**src/rtl/keylock_pkg.sv**
```systemverilog
package keylock_pkg;
  localparam int OFS_W = 12;
  localparam logic [OFS_W-1:0] OFS_LOCK    = 12'h020;
  localparam logic [OFS_W-1:0] OFS_FSET    = 12'h030;
  localparam logic [OFS_W-1:0] OFS_FCLR    = 12'h034;
  localparam logic [OFS_W-1:0] OFS_NVSET   = 12'h038;
  localparam logic [OFS_W-1:0] OFS_NVCLR   = 12'h03C;
  localparam logic [OFS_W-1:0] OFS_RSTCTL  = 12'h040;
  localparam logic [OFS_W-1:0] OFS_TSTAMP  = 12'h05C;
  localparam int KEY_W = 16;
  localparam logic [KEY_W-1:0] UNLOCK_KEY = 16'hA05F;
  localparam int LOCKED_BIT = 16;
endpackage

```
**src/rtl/keylock_lock.sv**
```systemverilog
module keylock_lock
  import keylock_pkg::*;
(
  input  logic             clk,
  input  logic             rst,
  input  logic             wr_en,
  input  logic [31:0]      wdata,
  output logic [KEY_W-1:0] val_q,
  output logic             unlocked
);
  localparam logic [31:0] KEY_FULL = {{(32-KEY_W){1'b0}}, UNLOCK_KEY};

  always_ff @(posedge clk) begin
    if (rst) begin
      val_q <= '0;
    end else if (wr_en) begin
      if (wdata == KEY_FULL) val_q <= UNLOCK_KEY;
      else                   val_q <= {1'b0, wdata[KEY_W-2:0]};
    end
  end

  assign unlocked = (val_q == UNLOCK_KEY);
endmodule

```
**src/rtl/keylock_flags.sv**
```systemverilog
module keylock_flags #(
  parameter int W        = 32,
  parameter bit SOFT_CLR = 1'b1
) (
  input  logic         clk,
  input  logic         rst,
  input  logic         set_en,
  input  logic         clr_en,
  input  logic         soft_clr,
  input  logic [W-1:0] wdata,
  output logic [W-1:0] q
);
  logic [W-1:0] nxt;

  always_comb begin
    nxt = q;
    if (set_en) nxt = nxt | wdata;
    if (clr_en) nxt = nxt & ~wdata;
  end

  generate
    if (SOFT_CLR) begin : g_volatile
      always_ff @(posedge clk) begin
        if (rst || soft_clr) q <= '0;
        else                 q <= nxt;
      end
    end else begin : g_retained
      always_ff @(posedge clk) begin
        if (rst) q <= '0;
        else     q <= nxt;
      end
    end
  endgenerate
endmodule

```
**src/rtl/keylock_tstamp.sv**
```systemverilog
module keylock_tstamp #(
  parameter int CLK_HZ  = 200_000_000,
  parameter int TICK_HZ = 24_000_000,
  parameter int CNT_W   = 32
) (
  input  logic             clk,
  input  logic             rst,
  output logic [CNT_W-1:0] count
);
  localparam int ACC_W = $clog2(CLK_HZ + TICK_HZ) + 1;
  localparam logic [ACC_W-1:0] LIM  = ACC_W'(CLK_HZ);
  localparam logic [ACC_W-1:0] STEP = ACC_W'(TICK_HZ);

  logic [ACC_W-1:0] acc;
  logic [ACC_W-1:0] sum;

  assign sum = acc + STEP;

  always_ff @(posedge clk) begin
    if (rst) begin
      acc   <= '0;
      count <= '0;
    end else if (sum >= LIM) begin
      acc   <= sum - LIM;
      count <= count + 1'b1;
    end else begin
      acc   <= sum;
    end
  end
endmodule

```
**src/rtl/keylock_sysctl.sv**
```systemverilog
module keylock_sysctl
  import keylock_pkg::*;
#(
  parameter int ADDR_W  = 12,
  parameter int FLAG_W  = 32,
  parameter int LEVEL_W = 8,
  parameter int CLK_HZ  = 200_000_000,
  parameter int TICK_HZ = 24_000_000
) (
  input  logic              clk,
  input  logic              rst,
  input  logic [ADDR_W-1:0] bus_addr,
  input  logic              bus_we,
  input  logic [31:0]       bus_wdata,
  output logic [31:0]       bus_rdata,
  output logic              reset_req
);
  function automatic logic hit(input logic [ADDR_W-1:0] a, input logic [OFS_W-1:0] o);
    return a == ADDR_W'(o);
  endfunction

  logic               unlocked;
  logic [KEY_W-1:0]   lock_val;
  logic [FLAG_W-1:0]  flags_q;
  logic [FLAG_W-1:0]  nvflags_q;
  logic [LEVEL_W-1:0] level_q;
  logic [31:0]        ts_q;
  logic               rst_wr;
  logic [31:0]        rd_nxt;

  keylock_lock u_lock (
    .clk(clk), .rst(rst),
    .wr_en(bus_we && hit(bus_addr, OFS_LOCK)),
    .wdata(bus_wdata),
    .val_q(lock_val), .unlocked(unlocked)
  );

  keylock_flags #(.W(FLAG_W), .SOFT_CLR(1'b1)) u_flags (
    .clk(clk), .rst(rst),
    .set_en(bus_we && hit(bus_addr, OFS_FSET)),
    .clr_en(bus_we && hit(bus_addr, OFS_FCLR)),
    .soft_clr(reset_req),
    .wdata(bus_wdata[FLAG_W-1:0]),
    .q(flags_q)
  );

  keylock_flags #(.W(FLAG_W), .SOFT_CLR(1'b0)) u_nvflags (
    .clk(clk), .rst(rst),
    .set_en(bus_we && hit(bus_addr, OFS_NVSET)),
    .clr_en(bus_we && hit(bus_addr, OFS_NVCLR)),
    .soft_clr(reset_req),
    .wdata(bus_wdata[FLAG_W-1:0]),
    .q(nvflags_q)
  );

  keylock_tstamp #(.CLK_HZ(CLK_HZ), .TICK_HZ(TICK_HZ), .CNT_W(32)) u_ts (
    .clk(clk), .rst(rst), .count(ts_q)
  );

  assign rst_wr = bus_we && hit(bus_addr, OFS_RSTCTL) && unlocked;

  always_ff @(posedge clk) begin
    if (rst) begin
      level_q   <= '0;
      reset_req <= 1'b0;
    end else begin
      reset_req <= rst_wr;
      if (rst_wr) level_q <= bus_wdata[LEVEL_W-1:0];
    end
  end

  always_comb begin
    rd_nxt = '0;
    if (hit(bus_addr, OFS_LOCK)) begin
      rd_nxt[KEY_W-1:0]  = lock_val;
      rd_nxt[LOCKED_BIT] = !unlocked;
    end else if (hit(bus_addr, OFS_FSET)) begin
      rd_nxt[FLAG_W-1:0] = flags_q;
    end else if (hit(bus_addr, OFS_NVSET)) begin
      rd_nxt[FLAG_W-1:0] = nvflags_q;
    end else if (hit(bus_addr, OFS_RSTCTL)) begin
      rd_nxt[LEVEL_W-1:0] = level_q;
    end else if (hit(bus_addr, OFS_TSTAMP)) begin
      rd_nxt = ts_q;
    end
  end

  always_ff @(posedge clk) begin
    if (rst) bus_rdata <= '0;
    else     bus_rdata <= rd_nxt;
  end
endmodule

```
**config.mk**
```make
export PLATFORM = sky130hd
export DESIGN_NAME = keylock_sysctl
export DESIGN_NICKNAME = d
export VERILOG_FILES = /design/src/rtl/keylock_pkg.sv /design/src/rtl/keylock_lock.sv /design/src/rtl/keylock_flags.sv /design/src/rtl/keylock_tstamp.sv /design/src/rtl/keylock_sysctl.sv
export SDC_FILE = /design/constraint.sdc
export NUM_CORES = 1
export LEC_CHECK = 0
export BUFFER_PORTS_ARGS = -buffer_cell sky130_fd_sc_hd__clkbuf_2
export CORE_ASPECT_RATIO = 0.6
export CORE_MARGIN = 5
export CORE_UTILIZATION = 42
export DETAILED_ROUTE_END_ITERATION = 8
export GPL_TIMING_DRIVEN = 0
export HOLD_SLACK_MARGIN = 0.06
export PLACE_DENSITY = 0.72
export SETUP_SLACK_MARGIN = 0.15
export SLEW_MARGIN = 25
export SYNTH_ARGS = -nofsm -noshare
export SYNTH_HDL_FRONTEND = slang
export SYNTH_HIERARCHICAL = 1
export SYNTH_SLANG_ARGS = --single-unit
```
**constraint.sdc**
```tcl
create_clock -name clk -period 9.3 [get_ports clk]
set_clock_uncertainty 0.05 [all_clocks]
set_input_delay 1.86 -clock clk [delete_from_list [all_inputs] [get_ports clk]]
set_output_delay 1.86 -clock clk [all_outputs]
set_load 0.02 [all_outputs]
```
==> results of run 1 <==
[worst max-delay path by stage]
stage,end,cells after the start,slack [ns],startpoint
3_5_place_dp,u_flags/q[5],8,4.41,bus_addr[1]
6_report,u_flags/q[11],8,4.66,bus_addr[9]
5_1_grt,u_flags/q[11],8,4.55,bus_addr[9]
2_1_floorplan,u_flags/q[10],7,5.30,bus_addr[9]
4_1_cts,u_flags/q[11],8,4.83,bus_addr[1]
3_3_place_gp,u_flags/q[26],8,4.10,bus_addr[9]
[metrics by stage]
stage,instances,util (%),cell area (um2)
after CTS,1370,49.1,10200
after global placement,1339,45.9,9590
after detailed placement,1339,45.9,9590
after floorplan,981,-,8840
after global routing,1370,49.1,10200
final,1370,49.1,10200
[critical path, delay by kind of cell]
| family | cells | cell delay, ns |
|---|---|---|
| buffers and inverters | 3 | 0.99 |
| AND/OR/NAND/NOR | 3 | 1.70 |
| AO/OA/AOI/OAI | 2 | 0.38 |
[placed cells by master, fill, tap and decap left out, types with 24 or more instances in the layout]
master                     count
sky130_fd_sc_hd__a211oi_2     64
sky130_fd_sc_hd__a21oi_1     109
sky130_fd_sc_hd__buf_2        24
sky130_fd_sc_hd__clkbuf_1     36
sky130_fd_sc_hd__clkbuf_2     79
sky130_fd_sc_hd__dfxtp_1     173
sky130_fd_sc_hd__mux2i_1      24
sky130_fd_sc_hd__nand2_1      68
sky130_fd_sc_hd__nand3_1      52
sky130_fd_sc_hd__nand4_1      28
sky130_fd_sc_hd__nor2_1       79
sky130_fd_sc_hd__xnor2_1      32
[layout make-up]
| type | instances | area share, % |
|---|---|---|
| Buffer | 78 | 4.17 |
| Sequential cell | 173 | 33.8 |
| Tap cell | 279 | 3.41 |
| Clock inverter | 9 | 1.78 |
| Multi-Input combinational cell | 722 | 48.1 |
| Timing Repair Buffer | 79 | 3.86 |
| Inverter | 8 | 0.293 |
| Clock buffer | 22 | 4.63 |
[synth_stat cells, drive strengths merged, types with 20 or more instances]
cell type	count	area share [%]
dfxtp	173	39
nand4	29	2.2
and3	23	1.6
clkbuf	34	1.4
nor4	20	1.6
buf	44	3.4
xor2	21	2.1
nor2	80	3.4
nand2	68	2.9
mux2i	24	2.7
a21oi	110	6.3
a211oi	69	9.5
nand3	53	3.1
xnor2	32	3.2
[state kept, by name (all words and copies together), names as in the netlist]
signal	cells
bus_rdata	32
level_q	8
reset_req	1
u_flags/q	32
u_lock/val_q	16
u_nvflags/q	32
u_ts/acc	20
u_ts/count	32
[logic make-up (layout without fill, tap and decap cells)]
kind of cell | after synthesis | after routing | synth area share (%)
XOR/XNOR | 53 | 53 | 5.25
flip-flops | 173 | 173 | 39.2
multiplexers | 24 | 24 | 2.72
AND/OR/NAND/NOR | 357 | 357 | 22.0
AO/OA/AOI/OAI | 284 | 284 | 25.1
adder cells (fa/ha/maj) | 4 | 4 | 0.566
buffers and inverters | 86 | 196 | 5.18
[per-layer routing]
metal / share of wire, % / up-vias / track usage [%]
met3: 12 / 34 / 6.69
met2: 38 / 426 / 28.8
met1: 48 / 3980 / 35.8
li1: - / 3819 / -
met5: 0.047 / - / 0
met4: 1.4 / 2 / 5.71
[where the power goes]
part           internal [mW]  switching [mW]
Clock                  0.499           0.306
Sequential             0.770          0.0283
Combinational          0.154           0.270
Total                   1.42           0.604
==> summary.md, run 1 <==
The total of hold buffers inserted after clock tree synthesis is 0. The instance count of the mapped netlist was 981; the final wirelength was 27500 um. For this run, the slowest stage of the critical path takes 0.84 ns. Across the VDD grid, the largest voltage drop is 0.126 mV. The number of nets in the final layout is 1130, and the maximum number of pins on one net before global-route repair is 17. Hold timing on the final database bottoms out at a slack of 0.407 ns. Final routed DRC violation total: 0.

The initial antenna violation count was 1. After legalization and detailed placement, the total HPWL measured 20400 um. At the later pin of the worst-skew pair, clock insertion delay measures 0.44 ns.

In this run, the number of DRC markers left after iteration 0 of detailed routing was 968. The run gives 34.3% as the max-slew headroom at the worst pin. The chip width works out to 197 um. The critical path is of the in -> reg type. Subtracting the final worst setup slack from the clock period gives 4.64 ns. The post-route clock period utilization was 49.9%; the worst hold path depth was 2. In this run the power density over the cells is 198 mW/mm2. The completed layout was analyzed and its total power is 2.03 mW. For this run, the top clock speed supported by timing is 216 MHz. The slowest stage of the critical path is the sky130_fd_sc_hd__nor4_2 cell.

The TritonCTS buffer count was 17. Pin placement for this block handled 80 I/O pins. For the sequential standard cell area, the log shows 0.00346 mm2.

The cell at the root of the clock tree was sky130_fd_sc_hd__clkbuf_16. The repair_antennas step left the layout with diodes totalling 0. Buffers added to address setup during post-CTS repair amount to 0. The synthesized netlist occupies a cell area of 0.00884 mm2. For the die outline area, the log shows 0.0242 mm2. After floorplanning, the core was divided into 41 placement rows.

The critical-path maximum fanout is 10. The logs give 1934 for the filler cell count and 0 for the global-route congestion overflow total. Setup repair after global routing left no endpoint under its margin. The tools report the final-report hold violation count as 0. The number of vias per cell after detailed routing works out to 6.03.

The depth of the CTS H-tree was 4. The critical path goes through clkbuf_2, nor4_2, nand2_1, clkbuf_1, nor3_1, clkbuf_1, a21oi_1, a211oi_2. The type of the tightest min-delay check was reg -> reg. In the final routed layout, each cell accounts on average for 20.1 um. The core region is 0.0209 mm2. The worst setup slack before clock tree synthesis was 4.41 ns.

The logs give 0 for the final antenna-violating net count and 5 for the first-pass iteration count of the detailed router. The tools report the starting density of the core as 42.4%. The worst reg2reg path depth was 14; the slack of the worst reg-to-reg path was 5.72 ns.

The first global-routing pass estimated 42800 um of wire. The category of the worst setup path launch point was a primary input. The slew at the pin with the worst max-slew slack works out to 0.983 ns. Max-cap violations in this run came to 0. Synthesis inferred 173 register bits.

For the overall global routing resource usage, the log shows 22.5%. No sink is reached through more buffers than the 2 on the longest clock path. The footprint of the multi-input gates was 0.00493 mm2; the synthesis warning total was 6.

The logs give 0.932 for the final RePlAce weighted congestion and 7489 for the number of global-route vias before repair. From synthesis to final layout, the design area changed by 15.9%. The fraction of registers with async set or reset after synthesis is 0%, and the total number of clock tree sinks is 173. STA puts the critical path data arrival time at 4.95 ns. The logs give 0 ns for the sum of negative setup slack and 8261 for the total number of vias.

The mean area per synthesized cell is 9.01 um2, and the sequential cell area fraction in the yosys report is 39.2%. Post-CTS repair changed the size of 0 cells. The worst register-to-register path begins at u_ts/acc[9]. Destination of the worst register-to-register timing path: u_ts/count[18]. The floorplan step set the die height to 122 um. The required time of the critical path was 9.61 ns.

The run finished with clean final reports. The clock edge transition at the registers on the reported setup and hold paths is 0.06 ns. The most common flop cell mapped by yosys is sky130_fd_sc_hd__dfxtp_1. The fraction of final layout cells with drive strength greater than 1 came out at 21.9%. The origin of the worst min-delay path is u_nvflags/q[17].

The static leakage came out at 3.56 nW. In this run the tool buffered the top-level ports with 79 buffer cells. The count of flip-flops with a built-in enable after synthesis was 0.

TritonCTS built the clock tree. For hold timing, the worst endpoint is bus_rdata[17]. Counting every net in the synthesized netlist gives 1032. The worst setup path is captured at a register. Setup violations remaining at the end of the flow were counted as 0. The number of different library cells used by synthesis comes to 73. The final number of max-transition violations is 0.

The setup slack of the critical path after layout is 4.66 ns. Among the stages of the critical path, the cell type that occurs most often is sky130_fd_sc_hd__clkbuf_1.
(Power assumes the default switching activity.)
==> run 2, diff against run 1 <==
--- a/config.mk
+++ b/config.mk
@@ -12,7 +12,7 @@
 export DETAILED_ROUTE_END_ITERATION = 8
 export GPL_TIMING_DRIVEN = 0
 export HOLD_SLACK_MARGIN = 0.06
-export PLACE_DENSITY = 0.72
+export PLACE_DENSITY = 0.74
 export SETUP_SLACK_MARGIN = 0.15
 export SLEW_MARGIN = 25
 export SYNTH_ARGS = -nofsm -noshare
==> constraint.sdc (replaced) <==
create_clock -name clk -period 3.9 [get_ports clk]
set_clock_uncertainty 0.05 [all_clocks]
set_input_delay 0.78 -clock clk [delete_from_list [all_inputs] [get_ports clk]]
set_output_delay 0.78 -clock clk [all_outputs]
set_load 0.02 [all_outputs]
==> summary.md, run 2 (synthesis results as in run 1) <==
In this run the worst hold path is classified as reg -> reg. For the pin with the worst max-slew slack, the measured transition is 1.07 ns. The floorplan step defined a die boundary enclosing 0.0242 mm2. Summing all placed instances gives a cell area of 0.00959 mm2. STA puts the critical path data required time at 4.15 ns.

The clock edge transition at the registers on the reported setup and hold paths was 0.06 ns; the final RePlAce weighted congestion was 0.947. For the worst setup path, the data arrival time is 3.73 ns. Input and output buffers added on the ports amount to 79.

The final number of max-transition violations is 0. The tools report the filler cell count as 1938. Family with the most delay on the worst path: simple AND/OR/NAND/NOR gates. The number of vias per cell after detailed routing was 6.07. The worst voltage drop across the vdd grid was 0.311 mV; the final-report hold violation count was 0. The run finished with clean final reports. The endpoint identified for the worst register-to-register timing path is u_ts/count[21].

The tools report the half-perimeter wire length of the detailed placement result as 20300 um. Summed over all cells, the static leakage comes to 3.51 nW. In the routed design, unresolved DRC markers number 0. The post-detailed-route wirelength per cell was 19.7 um; the final antenna-violating net count was 0.

The run gives 0.00346 mm2 as the sequential standard cell area. The synthesis-to-finish area growth is 14.7%, and the total stage count of the critical path is 8. The tools report the number of global-route vias before repair as 7510.

Final wirelength: 27000 um. The maximum number of pins on one net before global-route repair is 17. The worst setup path is launched from a primary input.

In the layout the commonest cells are 172 x sky130_fd_sc_hd__dfxtp_1, 109 x sky130_fd_sc_hd__a21oi_1, 79 x sky130_fd_sc_hd__nor2_1, 79 x sky130_fd_sc_hd__clkbuf_2, 68 x sky130_fd_sc_hd__nand2_1. The tree is rooted in a sky130_fd_sc_hd__clkbuf_16. The clock passes through at most 2 buffers.

The total number of clock tree sinks was 173; the number of standard-cell rows in the floorplan was 41. The I/O pin count was 80; the slack of the worst reg-to-reg path was 0.47 ns. The post-route worst hold slack was 0.411 ns. The run gives 42100 um as the wire length of the first global-routing pass. Overall power after layout: 4.52 mW. The origin of the worst min-delay path was u_nvflags/q[24]. Together, buffers and inverters on the worst path number 3. The shortest period the worst path allows is 3.48 ns.

The tools report the end of the worst hold path as bus_rdata[24]. The initial antenna violation count was 1; the critical-path maximum fanout was 10. The post-route clock period utilization was 89.3%; the die outline height was 122 um.

Once layout is complete, the utilization of the core stands at 48.6%. The cell with the biggest individual delay on the critical path is sky130_fd_sc_hd__nor4_2. For this block, the initial DRC count from the detailed router was 974. The clock latency at the later pin of the worst-skew pair came out at 0.44 ns.

The area of all placed cells without fillers is 0.0101 mm2, and the chip width is 197 um. In this run the tightest slew margin relative to its limit is 28.8%. The signal on the critical path passes through clkbuf_2, nor4_2, nand2_1, clkbuf_1, nor2_1, nor4b_2, buf_2, a211oi_1.

Setup repair after global routing left no endpoint under its margin. The tool flagged a number of max-cap violations equal to 0. For the final setup violation count, the log shows 0.

The origin of the critical flop-to-flop path is u_ts/acc[9]. The maximum cell stage delay along the critical path is 0.81 ns. In the final layout, the multi-input gates occupy 0.00494 mm2.

The total power density per cell area was 446 mW/mm2; the floorplan core area was 0.0209 mm2. TritonCTS built the clock tree. The total overflow left after global routing is 0. In the global route stage, overall resource usage came out at 22.1%. For this configuration, the core starts out at a cell density of 42.4%. Counting cells, the worst reg-to-reg path comes to 13.

Cells with a size suffix above 1 make up 22.3% of the layout. The clock tree synthesis step divided the H-tree into 4 levels. Clock tree synthesis inserted a total of 17 buffers.

In this run, post-CTS hold repair placed 0 buffers. The worst setup path is captured at a register. After the last flow step, the layout net total stands at 1130. The routed layout has 8317 vias.

The number of antenna diodes in the final layout is 0. Counting instances, the worst hold path has a depth of 2. The tools report the maximum achievable frequency as 287 MHz. The library cell used most frequently in the layout, excluding fill and tap cells, is sky130_fd_sc_hd__dfxtp_1. The setup path with the least slack is of type in -> reg. The first-pass iteration count of the detailed router is 6.
## run 2: layout make-up
type	count	share of cell area, %
Multi-Input combinational cell	722	48.6
Sequential cell	173	34.1
Clock buffer	19	4.27
Buffer	78	4.24
Timing Repair Buffer	79	3.90
Tap cell	279	3.44
Clock inverter	13	1.06
Inverter	8	0.296
## run 2: power by group
group	switching, mW	internal (mW)
combinational	0.645	0.370
sequential	0.0668	1.84
clock	0.774	0.831
total	1.49	3.04
## run 2: stage by stage
stage               cells  setup TNS (ns)  setup slack, ns
CTS                  1371               0            0.377
floorplan             981               0            0.950
global placement     1339           -7.00           -0.265
detailed placement   1339               0            0.123
finish               1371               0            0.418
global route         1371               0            0.256
## run 2: worst max-delay path by stage
stage,slack [ns],startpoint,to
finish,0.42,bus_addr[9],u_flags/q[26]
global route,0.26,u_ts/acc[9],u_ts/count[13]
CTS,0.38,u_ts/acc[9],u_ts/count[13]
detailed placement,0.12,bus_addr[9],u_flags/q[13]
global placement,-0.27,bus_addr[9],u_flags/q[13]
floorplan,0.95,u_ts/acc[9],u_ts/count[14]
## run 2: timing repair
action                     4_1_cts  5_1_grt
hold endpoints to repair         0        0
setup endpoints to repair        0       11
resized for setup                0        4
buffers inserted                 0        0
## run 2: worst reg2reg max path: stages, from the launching register on
cell	delay [ns]
sky130_fd_sc_hd__dfxtp_2	0.40
sky130_fd_sc_hd__inv_1	0.11
sky130_fd_sc_hd__ha_1	0.25
sky130_fd_sc_hd__nand2b_1	0.14
sky130_fd_sc_hd__buf_2	0.18
sky130_fd_sc_hd__a21o_1	0.30
sky130_fd_sc_hd__a31o_1	0.27
sky130_fd_sc_hd__o221a_2	0.29
sky130_fd_sc_hd__a21oi_1	0.24
sky130_fd_sc_hd__a311oi_2	0.14
sky130_fd_sc_hd__buf_2	0.24
sky130_fd_sc_hd__nor4_1	0.43
sky130_fd_sc_hd__xnor2_1	0.18
sky130_fd_sc_hd__nor2_1	0.06
## run 2: routing by layer
| layer | vias to the layer above | track usage [%] | wire, um |
|---|---|---|---|
| met5 | - | 0 | 12 |
| met4 | 2 | 5.93 | 407 |
| met2 | 470 | 28.1 | 10100 |
| met3 | 38 | 5.82 | 3500 |
| met1 | 3991 | 35.5 | 13000 |
| li1 | 3816 | - | - |
==> run 3, diff against run 2 <==
--- a/config.mk
+++ b/config.mk
@@ -8,11 +8,11 @@
 export BUFFER_PORTS_ARGS = -buffer_cell sky130_fd_sc_hd__clkbuf_2
 export CORE_ASPECT_RATIO = 0.6
 export CORE_MARGIN = 5
-export CORE_UTILIZATION = 42
+export CORE_UTILIZATION = 50
 export DETAILED_ROUTE_END_ITERATION = 8
 export GPL_TIMING_DRIVEN = 0
 export HOLD_SLACK_MARGIN = 0.06
-export PLACE_DENSITY = 0.74
+export PLACE_DENSITY = 0.84
 export SETUP_SLACK_MARGIN = 0.15
 export SLEW_MARGIN = 25
 export SYNTH_ARGS = -nofsm -noshare
==> summary.md, run 3 (synthesis results as in run 1) <==
The run finished with clean final reports. At the later pin of the worst-skew pair, clock insertion delay measures 0.44 ns. By instance count, the cell type seen most on the critical path is sky130_fd_sc_hd__clkbuf_1. For the worst flop-to-flop path, the logic depth is 14. The start-to-end type of the worst setup path is in -> reg.

The first global-routing pass estimated 43100 um of wire. The worst endpoint data arrival time was 3.91 ns. The I/O pin count came out at 80. Leaving out fill and tap cells, the most frequent cells in the layout are 173 x sky130_fd_sc_hd__dfxtp_1, 109 x sky130_fd_sc_hd__a21oi_1, 79 x sky130_fd_sc_hd__nor2_1, 79 x sky130_fd_sc_hd__clkbuf_2, 68 x sky130_fd_sc_hd__nand2_1.

Setup violations remaining at the end of the flow were counted as 0. In the final layout, the share of cells above drive strength 1 is 22.4%. Along the worst path, the maximum fanout reaches 10.

The sum of negative setup slack was 0 ns. The slew at the pin with the worst max-slew slack came out at 1.02 ns. Type of the tightest min-delay check: reg -> reg. Entering global routing, the biggest net connects 19 pins. Across the run, the number of max-cap violations was 0.

Post-CTS repair changed the size of 0 cells. After clock tree synthesis, the setup repair step added 0 buffers. The global-route congestion overflow total is 0.

The area growth from synthesis to layout is 14.9%. The final number of max-transition violations came out at 0. The congestion estimate from routability-driven global placement came to 0.953. For the number of global-route vias before repair, the log shows 7915. The initial utilization of the core area, before any placement, comes to 51.2%. Setup repair after global routing left no endpoint under its margin. After legalization and detailed placement, the total HPWL measured 19800 um. The total power density per cell area is 461 mW/mm2, and the worst hold path depth is 2.

The clock passes through at most 2 buffers. Clock-pin slew was measured on the worst setup and hold paths at 0.08 ns. The library cell used most frequently in the layout, excluding fill and tap cells, is sky130_fd_sc_hd__dfxtp_1.

The required time of the critical path is 4.22 ns, and the overall global routing resource usage is 26.0%. The die outline height came out at 113 um. Dividing the detail-routed via count by the number of cells gives 6.33. For this block, the initial DRC count from the detailed router was 1237.

TritonCTS built the clock tree. The tools report the max-slew headroom at the worst pin as 31.6%. The post-route clock period utilization came out at 92.2%. The static leakage came out at 3.54 nW. The number of buffers and inverters on the critical path is 3. The cell at the root of the clock tree was sky130_fd_sc_hd__clkbuf_16. The clock tree synthesis step divided the H-tree into 4 levels.

For the finished layout, the period the worst path requires is 3.60 ns. For this block, the routed nets add up to 27300 um of wire. In this run, the combinational gates consume 21.8% of the power. The final-report hold violation count was 0. The total number of clock tree sinks was 173; the overall power after layout was 4.69 mW. The tools report the sort of element at the end of the critical path as a register. Detailed routing inserted a total of 8389 vias. The switching part of the total power was 33.0%; the port buffer count was 79. Summed over all nets, the switching power comes to 1.54 mW. On the critical path the largest part of the delay comes from simple AND/OR/NAND/NOR gates. The core region is 0.0173 mm2.

Row generation in the floorplan step produced 37 rows. After clock tree synthesis, the flow added hold-fix buffers numbering 0. The maximum achievable frequency came out at 278 MHz. The signal on the critical path passes through clkbuf_2, nor4_2, nand2_1, clkbuf_1, nor3_1, clkbuf_1, a21oi_1, a211oi_2.

Across the VDD grid, the largest voltage drop is 0.292 mV. The run gives 0 as the final routed DRC violation total. The slowest stage of the critical path belongs to the cell sky130_fd_sc_hd__nor4_2. The cell-internal power is 3.14 mW.

The die outline area is 0.0205 mm2, and the number of nets in the final layout is 1130. The initial antenna violation count is 0. The run gives 37.6% as the power share of the clock group. Registers are responsible for 40.6% of the overall power. The first TritonRoute pass finished after 6 iterations. The post-detailed-route wirelength per cell works out to 20.6 um. The worst setup path is launched from a primary input. Counting buffers and inverters, the worst setup path is 8 cells deep.

The maximum cell stage delay along the critical path came out at 0.86 ns. TritonCTS created 17 clock buffers. In this run the remaining antenna-violating nets after routing total 0. The number of antenna diodes was 0. In this run the horizontal extent of the chip is 182 um.
[run 3: power groups by stage]
| stage | sequential, mW | clock [mW] | combinational (mW) |
|---|---|---|---|
| finish | 1.90 | 1.76 | 1.02 |
| floorplan | 1.93 | 0 | 0.748 |
| global placement | 1.94 | 0 | 0.961 |
| CTS | 1.90 | 1.76 | 0.989 |
| global route | 1.91 | 1.83 | 1.11 |
| detailed placement | 1.94 | 0 | 0.980 |
[run 3: per-layer routing]
| layer | up-vias | wire [um] | part of all wire, % | GRT usage [%] |
|---|---|---|---|---|
| met5 | - | 0 | 0 | 0 |
| met4 | 0 | 378 | 1.4 | 7.00 |
| met3 | 43 | 3590 | 13 | 6.75 |
| met2 | 556 | 11100 | 41 | 36.1 |
| met1 | 3973 | 12300 | 45 | 39.6 |
| li1 | 3817 | - | - | - |
[run 3: through the flow]
step	std cells	worst slack (ns)	hold slack (ns)	instance area [um2]	utilization (%)
CTS	1326	0.365	0.413	10100	58.8
global placement	1294	-0.188	0.403	9530	55.2
detailed placement	1294	0.0933	0.399	9540	55.2
finish	1326	0.305	0.413	10200	58.8
floorplan	981	0.950	0.386	8840	-
global route	1326	0.177	0.435	10200	58.8
[run 3: worst reg2reg max path: cells and delay by family, from the launching register on]
kind,cells,cell delay (ns)
adders and majority gates,1,0.27
AOI/OAI and AO/OA,5,1.21
xor gates and xnor gates,1,0.18
and+or+nand+nor,3,0.51
buffers and inverters,4,0.76
DFF,1,0.46
[run 3: layout make-up]
| class | count | area [um2] |
|---|---|---|
| tap | 234 | 293 |
| clock inverter | 14 | 171 |
| clock buffer | 18 | 439 |
| sequential | 173 | 3460 |
| inverter | 8 | 30.0 |
| multi-input combinational | 722 | 4940 |
| timing repair buffer | 79 | 395 |
| buffer | 78 | 428 |
| fill | 1478 | 7110 |
[run 3: worst paths after layout]
| check | startpoint | to | slack [ns] |
|---|---|---|---|
| worst max-delay path | bus_addr[9] | u_flags/q[6] | 0.30 |
| worst min-delay path | u_nvflags/q[19] | bus_rdata[19] | 0.41 |
| worst max register to register | u_ts/acc[9] | u_ts/count[15] | 0.34 |
| worst min register to register | u_nvflags/q[19] | bus_rdata[19] | 0.41 |
